==> config.mk <==
export PLATFORM = sky130hd
export DESIGN_NAME = vram_port
export DESIGN_NICKNAME = d
export VERILOG_FILES = /design/src/rtl/vp_pkg.sv /design/src/rtl/vp_remap.sv /design/src/rtl/vp_stepper.sv /design/src/rtl/vram_port.sv
export SDC_FILE = /design/constraint.sdc
export NUM_CORES = 1
export LEC_CHECK = 0
export CORE_MARGIN = 2
export CORE_UTILIZATION = 62
export CTS_CLUSTER_SIZE = 30
export DETAILED_ROUTE_END_ITERATION = 10
export DONT_BUFFER_PORTS = 1
export HOLD_SLACK_MARGIN = 0.03
export PLACE_DENSITY = 0.81
export SYNTH_ARGS = -nofsm -noshare
export SYNTH_HDL_FRONTEND = slang
export SYNTH_HIERARCHICAL = 1
export SYNTH_SLANG_ARGS = --single-unit
==> constraint.sdc <==
create_clock -name clk -period 4.85 [get_ports clk]
set_input_delay 0.97 -clock clk [delete_from_list [all_inputs] [get_ports clk]]
set_output_delay 0.97 -clock clk [all_outputs]
set_load 0.005 [all_outputs]
==> src/rtl/vp_pkg.sv <==
package vp_pkg;

    localparam int VP_AW  = 16;
    localparam int VP_DW  = 16;
    localparam int VP_BW  = 8;

    localparam logic [2:0] SEL_CTRL    = 3'd0;
    localparam logic [2:0] SEL_ADDR_LO = 3'd1;
    localparam logic [2:0] SEL_ADDR_HI = 3'd2;
    localparam logic [2:0] SEL_DATA_LO = 3'd3;
    localparam logic [2:0] SEL_DATA_HI = 3'd4;

    typedef enum logic [1:0] {
        ST_IDLE  = 2'd0,
        ST_FETCH = 2'd1,
        ST_LOAD  = 2'd2,
        ST_WRITE = 2'd3
    } vp_state_e;

    typedef struct packed {
        vp_state_e          st;
        logic [VP_AW-1:0]   addr;
        logic               inc_hi;
        logic [1:0]         step_sel;
        logic [1:0]         remap_sel;
        logic [VP_DW-1:0]   hold;
        logic [VP_BW-1:0]   wbyte;
        logic               wlane_hi;
        logic               inc_pend;
        logic [VP_BW-1:0]   rd_data;
        logic               rd_valid;
    } vp_regs_t;

endpackage

==> src/rtl/vp_remap.sv <==
module vp_remap #(
    parameter int AW        = 15,
    parameter int ROT       = 3,
    parameter int BASE_SPAN = 8,
    parameter int NVAR      = 3
) (
    input  logic [AW-1:0] addr_i,
    input  logic [1:0]    mode_i,
    output logic [AW-1:0] addr_o
);

    logic [AW-1:0] rot_v [NVAR];

    for (genvar g = 0; g < NVAR; g++) begin : g_span
        localparam int SPAN = BASE_SPAN + g;
        assign rot_v[g] = {addr_i[AW-1:SPAN],
                           addr_i[SPAN-ROT-1:0],
                           addr_i[SPAN-1:SPAN-ROT]};
    end

    always_comb begin
        case (mode_i)
            2'b01:   addr_o = rot_v[0];
            2'b10:   addr_o = rot_v[1];
            2'b11:   addr_o = rot_v[2];
            default: addr_o = addr_i;
        endcase
    end

endmodule

==> src/rtl/vp_stepper.sv <==
module vp_stepper #(
    parameter int AW      = 16,
    parameter int MID_LOG = 5,
    parameter int BIG_LOG = 7
) (
    input  logic [AW-1:0] addr_i,
    input  logic [1:0]    step_sel_i,
    input  logic          en_i,
    output logic [AW-1:0] addr_o
);

    localparam logic [AW-1:0] STEP_ONE = AW'(1);
    localparam logic [AW-1:0] STEP_MID = AW'(1) << MID_LOG;
    localparam logic [AW-1:0] STEP_BIG = AW'(1) << BIG_LOG;

    logic [AW-1:0] step;

    always_comb begin
        case (step_sel_i)
            2'b00:   step = STEP_ONE;
            2'b01:   step = STEP_MID;
            default: step = STEP_BIG;
        endcase
        addr_o = en_i ? (addr_i + step) : addr_i;
    end

endmodule

==> src/rtl/vram_port.sv <==
module vram_port
    import vp_pkg::*;
#(
    parameter int AW     = vp_pkg::VP_AW,
    parameter int MEM_AW = AW - 1,
    parameter int DW     = vp_pkg::VP_DW,
    parameter int BW     = vp_pkg::VP_BW
) (
    input  logic              clk,
    input  logic              rst_n,
    input  logic              reg_wr,
    input  logic [2:0]        reg_sel,
    input  logic [BW-1:0]     reg_wdata,
    input  logic              rd_req,
    input  logic              rd_hi,
    output logic [BW-1:0]     rd_data,
    output logic              rd_valid,
    output logic              ready,
    output logic [MEM_AW-1:0] mem_addr,
    output logic              mem_rd,
    output logic [1:0]        mem_we,
    output logic [DW-1:0]     mem_wdata,
    input  logic [DW-1:0]     mem_rdata
);

    localparam int LANES = DW / BW;

    vp_regs_t regs_d, regs_q;
    logic [AW-1:0] stepped;

    vp_stepper #(.AW(AW), .MID_LOG(5), .BIG_LOG(7)) u_step (
        .addr_i     (regs_q.addr),
        .step_sel_i (regs_q.step_sel),
        .en_i       (regs_q.inc_pend),
        .addr_o     (stepped)
    );

    vp_remap #(.AW(MEM_AW), .ROT(3), .BASE_SPAN(8), .NVAR(3)) u_remap (
        .addr_i (regs_q.addr[MEM_AW-1:0]),
        .mode_i (regs_q.remap_sel),
        .addr_o (mem_addr)
    );

    always_comb begin
        regs_d          = regs_q;
        regs_d.rd_valid = 1'b0;
        case (regs_q.st)
            ST_IDLE: begin
                if (reg_wr) begin
                    case (reg_sel)
                        SEL_CTRL: begin
                            regs_d.inc_hi    = reg_wdata[7];
                            regs_d.remap_sel = reg_wdata[3:2];
                            regs_d.step_sel  = reg_wdata[1:0];
                        end
                        SEL_ADDR_LO: begin
                            regs_d.addr[BW-1:0] = reg_wdata;
                            regs_d.inc_pend     = 1'b0;
                            regs_d.st           = ST_FETCH;
                        end
                        SEL_ADDR_HI: begin
                            regs_d.addr[AW-1:BW] = reg_wdata;
                            regs_d.inc_pend      = 1'b0;
                            regs_d.st            = ST_FETCH;
                        end
                        SEL_DATA_LO: begin
                            regs_d.wbyte    = reg_wdata;
                            regs_d.wlane_hi = 1'b0;
                            regs_d.inc_pend = ~regs_q.inc_hi;
                            regs_d.st       = ST_WRITE;
                        end
                        SEL_DATA_HI: begin
                            regs_d.wbyte    = reg_wdata;
                            regs_d.wlane_hi = 1'b1;
                            regs_d.inc_pend = regs_q.inc_hi;
                            regs_d.st       = ST_WRITE;
                        end
                        default: ;
                    endcase
                end else if (rd_req) begin
                    regs_d.rd_data  = rd_hi ? regs_q.hold[DW-1:BW] : regs_q.hold[BW-1:0];
                    regs_d.rd_valid = 1'b1;
                    regs_d.inc_pend = (rd_hi == regs_q.inc_hi);
                    regs_d.st       = ST_FETCH;
                end
            end
            ST_FETCH: begin
                regs_d.addr     = stepped;
                regs_d.inc_pend = 1'b0;
                regs_d.st       = ST_LOAD;
            end
            ST_LOAD: begin
                regs_d.hold = mem_rdata;
                regs_d.st   = ST_IDLE;
            end
            ST_WRITE: begin
                regs_d.addr     = stepped;
                regs_d.inc_pend = 1'b0;
                regs_d.st       = ST_IDLE;
            end
            default: regs_d.st = ST_IDLE;
        endcase
    end

    always_ff @(posedge clk or negedge rst_n) begin
        if (!rst_n) regs_q <= '0;
        else        regs_q <= regs_d;
    end

    assign ready     = (regs_q.st == ST_IDLE);
    assign mem_rd    = (regs_q.st == ST_FETCH);
    assign mem_we    = (regs_q.st == ST_WRITE) ? (regs_q.wlane_hi ? 2'b10 : 2'b01) : 2'b00;
    assign mem_wdata = {LANES{regs_q.wbyte}};
    assign rd_data   = regs_q.rd_data;
    assign rd_valid  = regs_q.rd_valid;

endmodule

==> load_flow_metrics.sql, run 1 <==
INSERT INTO impl_metrics (metric_group, metric, value, unit) VALUES
('hold_path', 'worstHoldPathType', 'primary input to asynchronous set/reset pin', ''),
('clock_network', 'post_cts_hold_buffer_count', '0', ''),
('sta', 'slew_headroom', '30.1', '%'),
('synthesis', 'syn_area_per_cell', '10.6', 'µm²'),
('sta', 'timing_max_transition_violations_final', '0', ''),
('pwr', 'power-per-cell-area', '644', 'mW/mm²'),
('synthesis', 'synthesis.yosys.warnings', '6', ''),
('floorplan', 'floorplan.die_area', '0.00593', 'mm²'),
('pwr', 'total_leakage_power', '1.38', 'nW'),
('placed_design', 'port_buffers', '0', ''),
('cells_and_area', 'commonest_non_fill_non_tap_cell_in_the_layout', 'sky130_fd_sc_hd__dfrtp_1', ''),
('detailed_routing', 'ant_nets', '0', ''),
('sta', 'maxClockFrequency', '0.393', 'GHz'),
('floorplan', 'floorplan.initialDensity', '64.3', '%'),
('detailed_routing', 'post-route-drc-count', '0', ''),
('clock_network', 'cts-root-to-sink-buffers', '2', ''),
('detailed_routing', 'post_drt_wl_per_cell', '18.3', 'µm'),
('setup_path', 'startpoint_of_the_worst_register_to_register_path', 'regs_q[38]$_DFFE_PN0P_', ''),
('placed_design', 'postPlaceCellArea', '0.00310', 'mm²'),
('clock_network', 'cts_resized', '0', ''),
('setup_path', 'r2r_setup_slack', '2.60', 'ns'),
('synthesis', 'postSynthNetCount', '347', ''),
('detailed_routing', 'drt-pass1-iter-count', '5', ''),
('sta', 'accumulated_negative_setup_slack', '0', 'ns'),
('cells_and_area', 'layout_common_cells', '57 x sky130_fd_sc_hd__dfrtp_1, 32 x sky130_fd_sc_hd__mux2_2, 27 x sky130_fd_sc_hd__nand2_1', ''),
('floorplan', 'die_w', '77.0', 'µm'),
('sta', 'post-route-period-util', '52.5', '%'),
('pwr', 'vdd_ir_drop_max', '0.375', 'mV'),
('detailed_routing', 'wirelength', '6.45', 'mm'),
('setup_path', 'cp_cell_sequence', 'and3_1', ''),
('cells_and_area', 'num-nets-final', '314', ''),
('grt', 'grt_max_degree', '58', ''),
('floorplan', 'core-area', '0.00514', 'mm²'),
('run', 'drv_cap', '0', ''),
('clock_network', 'tritoncts_num_sinks', '57', ''),
('clock_network', 'htreeDepth', '3', ''),
('clock_network', 'clk_root_buffer_cell', 'sky130_fd_sc_hd__clkbuf_8', ''),
('floorplan', 'die-height', '77.0', 'µm'),
('clock_network', 'tritoncts', 'done', ''),
('placed_design', 'globalplace.congestion', '0.871', ''),
('setup_path', 'worstPathBufferInverterCount', '0', ''),
('sta', 'unrepaired_setup_endpoints_after_global_routing', 'false', ''),
('cells_and_area', 'area_delta_synth_final', '0.151', '%'),
('setup_path', 'worst-endpoint-required', '3.88', 'ns'),
('setup_path', 'maximum_fanout_encountered_on_the_critical_timing_path', '26', ''),
('clock_network', 'cts_setup_buffers', '0', ''),
('cells_and_area', 'fraction_of_layout_cells_with_a_size_suffix_above_1', '22.3', '%'),
('grt', 'grt_pass1_vias', '2129', ''),
('setup_path', 'crit_path_start', 'regs_q[56]$_DFFE_PN0P_', ''),
('clock_network', 'cts_made_buffers', '9', ''),
('status', 'status', 'finished, final reports clean', ''),
('detailed_routing', 'dr.first_iter.drc_count', '164', ''),
('synthesis', 'syn-instance-count', '311', ''),
('floorplan', 'pin_count', '76', ''),
('sta', 'clock_skew', '0.0126', 'ns'),
('setup_path', 'path_class', 'register to output pin', ''),
('floorplan', 'floorplan.rows', '26', ''),
('sta', 'finalWorstPathRequiredPeriod', '2.55', 'ns'),
('clock_network', 'clkTransAtPathRegs', '0.07', 'ns'),
('setup_path', 'worstPathArrival', '1.58', 'ns'),
('setup_path', 'cp_slowest_stage_delay', '0.92', 'ns'),
('setup_path', 'crit_path_top_delay_cell', 'sky130_fd_sc_hd__dfrtp_1', ''),
('setup_path', 'setup.worst_path.start_class', 'register', ''),
('sta', 'worst-slew-pin-transition', '1.04', 'ns'),
('synthesis', 'syn-cell-area', '0.00330', 'mm²'),
('detailed_routing', 'via_count', '2160', ''),
('grt', 'wire_length_of_the_first_global_routing_pass', '10.8', 'mm'),
('grt', 'grt_use_total', '23.4', '%'),
('sta', 'final-setup-viol-count', '0', ''),
('placed_design', 'dp.final_hpwl', '4.58', 'mm'),
('cells_and_area', 'final_design_area_no_fill', '0.00331', 'mm²'),
('grt', 'grt_overflow_total', '0', ''),
('setup_path', 'cpLargestDelayFamily', 'flip-flops', ''),
('cells_and_area', 'insertedDiodeCount', '0', ''),
('setup_path', 'end_kind', 'output pin', ''),
('sta', 'finalHoldViolations', '0', ''),
('clock_network', 'worst_skew_pair.late_latency', '0.33', 'ns'),
('grt', 'antenna_found_initial', '0', ''),
('detailed_routing', 'number_of_vias_per_cell', '6.14', ''),
('setup_path', 'critical_path_depth', '1', ''),
('setup_path', 'worst-r2r-cell-count', '9', '');
==> metrics by stage <==
stage	std cells	hold WS, ns	total power, mW	utilization, %	setup WS (ns)
6_report	352	0.330	2.13	64.4	2.30
5_1_grt	352	0.313	2.28	64.4	2.18
4_1_cts	352	0.317	2.14	64.4	2.32
3_5_place_dp	337	0.495	1.67	60.3	2.53
3_3_place_gp	337	0.489	1.63	60.3	2.61
2_1_floorplan	311	0.480	1.68	-	2.82
==> worst paths after layout <==
kind                                            endpoint
min in group clk                  regs_q[31]$_DFFE_PN0N_
worst min register to register    regs_q[31]$_DFFE_PN0N_
worst min-delay path            mem_wdata[6]$_DFFE_PN0P_
worst max-delay path                           mem_we[1]
max in group asynchronous       mem_wdata[7]$_DFFE_PN0P_
worst max register to register    regs_q[48]$_DFFE_PN0P_
==> where the power goes <==
part | leakage (nW) | switching, mW | internal, mW
sequential | 0.691 | 0.284 | 0.692
combinational | 0.584 | 0.315 | 0.376
clock | 0.102 | 0.177 | 0.286
==> flip-flops by register name, indices dropped and copies added (netlist names) <==
signal and count:
regs_q 40, rd_valid 1, mem_wdata 8, rd_data 8
==> per-layer routing <==
layer  vias up  GRT usage, %  wire, µm
li1       1028             -         -
met1      1063          29.8      2720
met2        64          37.4      3210
met3         5          7.88       474
met4         0          8.57        46
met5         -             0         0
==> final cells by class <==
| type | count | area [µm²] |
|---|---|---|
| Fill cell | 458 | 1830 |
| Multi-Input combinational cell | 205 | 1560 |
| Inverter | 4 | 15.0 |
| Tap cell | 70 | 87.6 |
| Clock inverter | 5 | 81.3 |
| Sequential cell | 57 | 1430 |
| Clock buffer | 10 | 128 |
| Timing Repair Buffer | 1 | 7.51 |
(Power assumes the default switching activity.)
==> inputs of run 2 (changes only) <==
==> constraint.sdc (replaced) <==
create_clock -name clk -period 2.67 [get_ports clk]
set_input_delay 0.534 -clock clk [delete_from_list [all_inputs] [get_ports clk]]
set_output_delay 0.534 -clock clk [all_outputs]
set_load 0.005 [all_outputs]
==> load_flow_metrics.sql, run 2 (synthesis results as in run 1) <==
INSERT INTO impl_metrics (metric_group, metric, value, unit) VALUES
('detailed_routing', 'dr.first_iter.drc_count', '163', ''),
('setup_path', 'worst-r2r-cell-count', '9', ''),
('pwr', 'post-layout-total-power', '3.78', 'mW'),
('grt', 'grt_pass1_vias', '2199', ''),
('setup_path', 'worstPathBufferInverterCount', '0', ''),
('clock_network', 'cts_made_buffers', '9', ''),
('pwr', 'power.clock.fraction', '18.8', '%'),
('setup_path', 'r2r_setup_slack', '0.48', 'ns'),
('cells_and_area', 'commonest_non_fill_non_tap_cell_in_the_layout', 'sky130_fd_sc_hd__dfrtp_1', ''),
('cells_and_area', 'num-nets-final', '318', ''),
('clock_network', 'tritoncts_num_sinks', '57', ''),
('sta', 'slew_headroom', '26.2', '%'),
('cells_and_area', 'area_delta_synth_final', '0.530', '%'),
('cells_and_area', 'largest_register_ff_count', '40', ''),
('pwr', 'total_leakage_power', '1.38', 'nW'),
('grt', 'grt_use_total', '24.4', '%'),
('detailed_routing', 'wirelength', '6.75', 'mm'),
('detailed_routing', 'number_of_vias_per_cell', '6.31', ''),
('placed_design', 'placement.setup.worst_slack', '0.512', 'ns'),
('clock_network', 'cts_setup_buffers', '0', ''),
('cells_and_area', 'top_register', 'regs_q', ''),
('sta', 'finalWorstSetupSlack', '0.478', 'ns'),
('cells_and_area', 'final_design_area_no_fill', '0.00332', 'mm²'),
('sta', 'unrepaired_setup_endpoints_after_global_routing', 'false', ''),
('pwr', 'internal_power', '2.30', 'mW'),
('placed_design', 'globalplace.congestion', '0.861', ''),
('cells_and_area', 'multi_input_comb_area', '0.00156', 'mm²'),
('floorplan', 'floorplan.die_area', '0.00593', 'mm²'),
('pwr', 'seqPwrFrac', '45.9', '%'),
('sta', 'maxClockFrequency', '0.456', 'GHz'),
('cells_and_area', 'fin_cells', '357', ''),
('detailed_routing', 'post-route-drc-count', '0', ''),
('grt', 'grt_max_degree', '58', ''),
('grt', 'grt_overflow_total', '0', ''),
('placed_design', 'dp.final_hpwl', '4.72', 'mm'),
('detailed_routing', 'via_count', '2252', ''),
('setup_path', 'cp_slowest_stage_delay', '0.42', 'ns'),
('placed_design', 'postPlaceCellArea', '0.00312', 'mm²'),
('placed_design', 'numPlacedInstances', '340', ''),
('status', 'status', 'finished, final reports clean', ''),
('clock_network', 'cts-root-to-sink-buffers', '2', ''),
('clock_network', 'clk_root_buffer_cell', 'sky130_fd_sc_hd__clkbuf_8', ''),
('cells_and_area', 'insertedDiodeCount', '0', ''),
('clock_network', 'clkTransAtPathRegs', '0.07', 'ns'),
('setup_path', 'startpoint_of_the_worst_register_to_register_path', 'regs_q[38]$_DFFE_PN0P_', ''),
('setup_path', 'cp_cell_sequence', 'nor2_1 > ha_1 > ha_1 > nand4_1 > o21ai_0 > nand3_1 > xnor2_1 > a22oi_1 > o21ai_0', ''),
('floorplan', 'die-height', '77.0', 'µm'),
('sta', 'finalWorstPathRequiredPeriod', '2.19', 'ns'),
('floorplan', 'floorplan.initialDensity', '64.3', '%'),
('setup_path', 'end_kind', 'register', ''),
('sta', 'timing_max_transition_violations_final', '0', ''),
('cells_and_area', 'area.sequential', '0.00143', 'mm²'),
('setup_path', 'crit_path_top_delay_cell', 'sky130_fd_sc_hd__o21ai_0', ''),
('clock_network', 'tritoncts', 'done', ''),
('sta', 'clock_skew', '0.00697', 'ns'),
('floorplan', 'floorplan.rows', '26', ''),
('pwr', 'power.share.switching', '39.2', '%'),
('pwr', 'power-per-cell-area', '1140', 'mW/mm²'),
('setup_path', 'setup.worst_path.start_class', 'register', ''),
('pwr', 'p_sw', '1.48', 'mW'),
('setup_path', 'cpLargestDelayFamily', 'compound AO/OA/AOI/OAI gates', ''),
('setup_path', 'worst-endpoint-required', '2.93', 'ns'),
('sta', 'final-setup-viol-count', '0', ''),
('setup_path', 'maximum_fanout_encountered_on_the_critical_timing_path', '4', ''),
('detailed_routing', 'post_drt_wl_per_cell', '18.9', 'µm'),
('setup_path', 'path_class', 'register to register', ''),
('grt', 'antenna_found_initial', '0', ''),
('pwr', 'p_comb_share', '35.3', '%'),
('grt', 'wire_length_of_the_first_global_routing_pass', '11.2', 'mm'),
('pwr', 'vdd_ir_drop_max', '0.670', 'mV'),
('placed_design', 'port_buffers', '0', ''),
('cells_and_area', 'layout_common_cells', '57 x sky130_fd_sc_hd__dfrtp_1, 32 x sky130_fd_sc_hd__mux2_2, 27 x sky130_fd_sc_hd__nand2_1', ''),
('setup_path', 'regToRegEndpoint', 'regs_q[52]$_DFFE_PN0P_', ''),
('clock_network', 'htreeDepth', '3', ''),
('sta', 'worst-slew-pin-transition', '1.10', 'ns'),
('floorplan', 'core-area', '0.00514', 'mm²'),
('setup_path', 'worstPathArrival', '2.45', 'ns'),
('sta', 'finalHoldViolations', '0', ''),
('detailed_routing', 'ant_nets', '0', ''),
('cells_and_area', 'n_fill_cell', '437', ''),
('floorplan', 'pin_count', '76', ''),
('clock_network', 'worst_skew_pair.late_latency', '0.34', 'ns'),
('run', 'drv_cap', '0', ''),
('cells_and_area', 'fraction_of_layout_cells_with_a_size_suffix_above_1', '23.7', '%'),
('sta', 'post-route-period-util', '82.1', '%'),
('sta', 'accumulated_negative_setup_slack', '0', 'ns'),
('detailed_routing', 'drt-pass1-iter-count', '4', ''),
('hold_path', 'worstHoldPathType', 'primary input to asynchronous set/reset pin', ''),
('floorplan', 'die_w', '77.0', 'µm');
run 2: changes by cell type in the layout (fill, tap and decap cells not counted), sizes merged:
cell,delta
buf,+4
inv,+1
bufinv,-2
clkinv,-1
clkinvlp,+3
run 2: worst max path at each step:
stage,from,to,cells after the start
after floorplan,regs_q[38]$_DFFE_PN0P_,regs_q[50]$_DFFE_PN0P_,9
after global placement,regs_q[38]$_DFFE_PN0P_,regs_q[50]$_DFFE_PN0P_,9
after detailed placement,regs_q[38]$_DFFE_PN0P_,regs_q[52]$_DFFE_PN0P_,9
after CTS,regs_q[38]$_DFFE_PN0P_,regs_q[52]$_DFFE_PN0P_,9
after global routing,regs_q[38]$_DFFE_PN0P_,regs_q[50]$_DFFE_PN0P_,9
final,regs_q[38]$_DFFE_PN0P_,regs_q[52]$_DFFE_PN0P_,9
run 2: routing by layer:
| layer | wire length, µm | track usage, % | up-vias |
|---|---|---|---|
| met5 | 0 | 0 | - |
| met4 | 113 | 10.0 | 0 |
| met3 | 496 | 8.47 | 11 |
| met2 | 3400 | 40.4 | 79 |
| met1 | 2740 | 29.2 | 1125 |
| li1 | - | - | 1037 |
run 2: metrics by stage:
| step | util, % | hold WS, ns |
|---|---|---|
| final | 64.6 | 0.0484 |
| after global routing | 64.6 | 0.0666 |
| after global placement | 60.7 | 0.239 |
| after detailed placement | 60.7 | 0.239 |
| after floorplan | - | 0.238 |
| after CTS | 64.6 | 0.0532 |
run 2: worst reg2reg max path, cell delays in order (launching register included):
cell                      delay [ns]
sky130_fd_sc_hd__dfrtp_1        0.41
sky130_fd_sc_hd__nor2_1         0.13
sky130_fd_sc_hd__ha_1           0.18
sky130_fd_sc_hd__ha_1           0.20
sky130_fd_sc_hd__nand4_1        0.09
sky130_fd_sc_hd__o21ai_0        0.42
sky130_fd_sc_hd__nand3_1        0.17
sky130_fd_sc_hd__xnor2_1        0.20
sky130_fd_sc_hd__a22oi_1        0.11
sky130_fd_sc_hd__o21ai_0        0.20
run 2: cell type report:
type | instances | area share [%]
timing repair buffer | 5 | 1.73
clock inverter | 6 | 1.32
inverter | 4 | 0.452
tap | 70 | 2.64
sequential | 57 | 43.0
clock buffer | 10 | 3.84
multi-input combinational | 205 | 47.1
run 2: power groups by stage:
| stage | sequential [mW] | clock (mW) | combinational [mW] |
|---|---|---|---|
| finish | 1.74 | 0.710 | 1.33 |
| global route | 1.81 | 0.753 | 1.48 |
| CTS | 1.74 | 0.722 | 1.33 |
| detailed placement | 1.76 | 0 | 1.31 |
| global placement | 1.73 | 0 | 1.24 |
| floorplan | 1.52 | 0 | 1.53 |
run 2: what timing repair did:
| action | in CTS | in global routing |
|---|---|---|
| gates resized for setup | 0 | 0 |
| hold buffers | 1 | 0 |
| hold endpoints to repair | 57 | 0 |
==> inputs of run 3 (changes only) <==
==> constraint.sdc (replaced) <==
create_clock -name clk -period 2.15 [get_ports clk]
set_input_delay 0.43 -clock clk [delete_from_list [all_inputs] [get_ports clk]]
set_output_delay 0.43 -clock clk [all_outputs]
set_load 0.005 [all_outputs]
==> load_flow_metrics.sql, run 3 (synthesis results as in run 1) <==
INSERT INTO impl_metrics (metric_group, metric, value, unit) VALUES
('floorplan', 'pin_count', '76', ''),
('sta', 'post-route-period-util', '96.4', '%'),
('clock_network', 'cts-root-to-sink-buffers', '2', ''),
('pwr', 'vdd_ir_drop_max', '0.894', 'mV'),
('sta', 'finalWorstPathRequiredPeriod', '2.07', 'ns'),
('sta', 'finalHoldViolations', '0', ''),
('setup_path', 'cp_cell_sequence', 'nor2_2 > ha_2 > ha_4 > nand4_1 > o21ai_1 > buf_4 > nand4_1 > xnor2_1 > a22oi_1 > o21ai_1', ''),
('setup_path', 'crit_path_top_delay_cell', 'sky130_fd_sc_hd__dfrtp_1', ''),
('clock_network', 'worst_skew_pair.late_latency', '0.33', 'ns'),
('placed_design', 'numPlacedInstances', '343', ''),
('sta', 'accumulated_negative_setup_slack', '0', 'ns'),
('setup_path', 'cp_slowest_stage_delay', '0.42', 'ns'),
('detailed_routing', 'post_drt_wl_per_cell', '18.7', 'µm'),
('placed_design', 'placement.setup.worst_slack', '-0.00337', 'ns'),
('floorplan', 'floorplan.initialDensity', '64.3', '%'),
('floorplan', 'die-height', '77.0', 'µm'),
('detailed_routing', 'ant_nets', '0', ''),
('setup_path', 'path_class', 'register to register', ''),
('grt', 'wire_length_of_the_first_global_routing_pass', '10.9', 'mm'),
('cells_and_area', 'top_register', 'regs_q', ''),
('grt', 'grt_pass1_vias', '2277', ''),
('sta', 'finalWorstSetupSlack', '0.0779', 'ns'),
('clock_network', 'cts_made_buffers', '9', ''),
('sta', 'final-setup-viol-count', '0', ''),
('run', 'drv_cap', '0', ''),
('floorplan', 'floorplan.die_area', '0.00593', 'mm²'),
('setup_path', 'crit_path_start', 'regs_q[38]$_DFFE_PN0P_', ''),
('placed_design', 'dp.final_hpwl', '4.63', 'mm'),
('cells_and_area', 'fin_cells', '361', ''),
('detailed_routing', 'dr.first_iter.drc_count', '192', ''),
('setup_path', 'maximum_fanout_encountered_on_the_critical_timing_path', '4', ''),
('cells_and_area', 'largest_register_ff_count', '40', ''),
('setup_path', 'startpoint_of_the_worst_register_to_register_path', 'regs_q[38]$_DFFE_PN0P_', ''),
('floorplan', 'floorplan.rows', '26', ''),
('cells_and_area', 'area_delta_synth_final', '3.30', '%'),
('sta', 'timing_max_transition_violations_final', '0', ''),
('setup_path', 'worst-endpoint-required', '2.41', 'ns'),
('status', 'status', 'finished, final reports clean', ''),
('floorplan', 'core-area', '0.00514', 'mm²'),
('detailed_routing', 'wirelength', '6.73', 'mm'),
('cells_and_area', 'layout_common_cells', '57 x sky130_fd_sc_hd__dfrtp_1, 32 x sky130_fd_sc_hd__mux2_2, 27 x sky130_fd_sc_hd__nand2_1', ''),
('setup_path', 'worstPathBufferInverterCount', '1', ''),
('setup_path', 'setup.worst_path.start_class', 'register', ''),
('clock_network', 'clk_root_buffer_cell', 'sky130_fd_sc_hd__clkbuf_8', ''),
('sta', 'slew_headroom', '24.4', '%'),
('cells_and_area', 'num-nets-final', '323', ''),
('detailed_routing', 'number_of_vias_per_cell', '6.24', ''),
('setup_path', 'worstPathArrival', '2.33', 'ns'),
('detailed_routing', 'via_count', '2252', ''),
('hold_path', 'worstHoldPathType', 'primary input to register', ''),
('sta', 'worst_hold_slack', '0.225', 'ns'),
('grt', 'grt_overflow_total', '0', ''),
('floorplan', 'die_w', '77.0', 'µm'),
('cells_and_area', 'fraction_of_layout_cells_with_a_size_suffix_above_1', '26.1', '%'),
('sta', 'maxClockFrequency', '0.483', 'GHz'),
('clock_network', 'tritoncts_num_sinks', '57', ''),
('placed_design', 'globalplace.congestion', '0.891', ''),
('pwr', 'power-per-cell-area', '1430', 'mW/mm²'),
('grt', 'grt_use_total', '23.8', '%'),
('clock_network', 'tritoncts', 'done', ''),
('placed_design', 'port_buffers', '0', ''),
('detailed_routing', 'drt-pass1-iter-count', '4', ''),
('grt', 'grt_max_degree', '58', ''),
('sta', 'clock_skew', '0.00743', 'ns'),
('setup_path', 'end_kind', 'register', ''),
('sta', 'unrepaired_setup_endpoints_after_global_routing', 'true', ''),
('setup_path', 'cpLargestDelayFamily', 'compound AO/OA/AOI/OAI gates', ''),
('grt', 'antenna_found_initial', '0', ''),
('detailed_routing', 'post-route-drc-count', '0', ''),
('sta', 'worst-slew-pin-transition', '1.13', 'ns'),
('cells_and_area', 'insertedDiodeCount', '0', ''),
('hold_path', 'hp-start', 'reg_sel[1]', ''),
('pwr', 'total_leakage_power', '1.42', 'nW'),
('cells_and_area', 'commonest_non_fill_non_tap_cell_in_the_layout', 'sky130_fd_sc_hd__dfrtp_1', ''),
('clock_network', 'htreeDepth', '3', ''),
('clock_network', 'clkTransAtPathRegs', '0.07', 'ns');
## run 3: cell count changes in the layout (fill, tap and decap cells not counted), sizes merged
cell,delta
bufinv,+1
clkinvlp,-3
clkinv,+2
dlygate4sd3,+1
clkbuf,-1
buf,+4
## run 3: final cells by class
cell class	instances	area, µm²
Fill cell	407	1730
Multi-Input combinational cell	205	1590
Sequential cell	57	1430
Clock buffer	9	124
Timing Repair Buffer	10	97.6
Tap cell	70	87.6
Clock inverter	6	68.8
Inverter	4	15.0
## run 3: timing repair
item | in CTS | in global routing
endpoints found under the setup margin | 1 | 4
pin swaps | 0 | 5
hold endpoints to repair | 57 | 0
buffers inserted | 0 | 1
hold buffers | 2 | 0
gates resized for setup | 1 | 8
## run 3: per-layer routing
metal	GRT usage, %	vias to the layer above	share of wire [%]
met5	0	-	0
met4	12.1	0	1.9
met3	7.65	8	7.9
met2	39.7	85	51
met1	27.5	1116	40
li1	-	1043	-
## run 3: through the flow
| step | util (%) | total power [mW] | cell area (µm²) |
|---|---|---|---|
| floorplan | - | 3.78 | 3300 |
| global placement | 61.2 | 3.71 | 3140 |
| detailed placement | 61.2 | 3.81 | 3140 |
| CTS | 65.7 | 4.84 | 3370 |
| global route | 66.4 | 5.22 | 3410 |
| finish | 66.4 | 4.88 | 3410 |
## run 3: power by group
group	total, mW	internal, mW	switching, mW
logic	1.76	0.946	0.813
clock network	0.984	0.534	0.451
registers	2.14	1.56	0.578
## run 3: worst paths after layout
check,slack (ns),cells after the start,endpoint
min in group asynchronous,0.62,2,regs_q[27]$_DFFE_PN0N_
worst max register to register,0.08,10,regs_q[50]$_DFFE_PN0P_
max in group asynchronous,1.29,2,mem_wdata[7]$_DFFE_PN0P_
worst max-delay path,0.08,10,regs_q[50]$_DFFE_PN0P_
worst min register to register,0.51,1,regs_q[24]$_DFFE_PN0N_
worst min-delay path,0.22,1,regs_q[10]$_DFFE_PN0P_
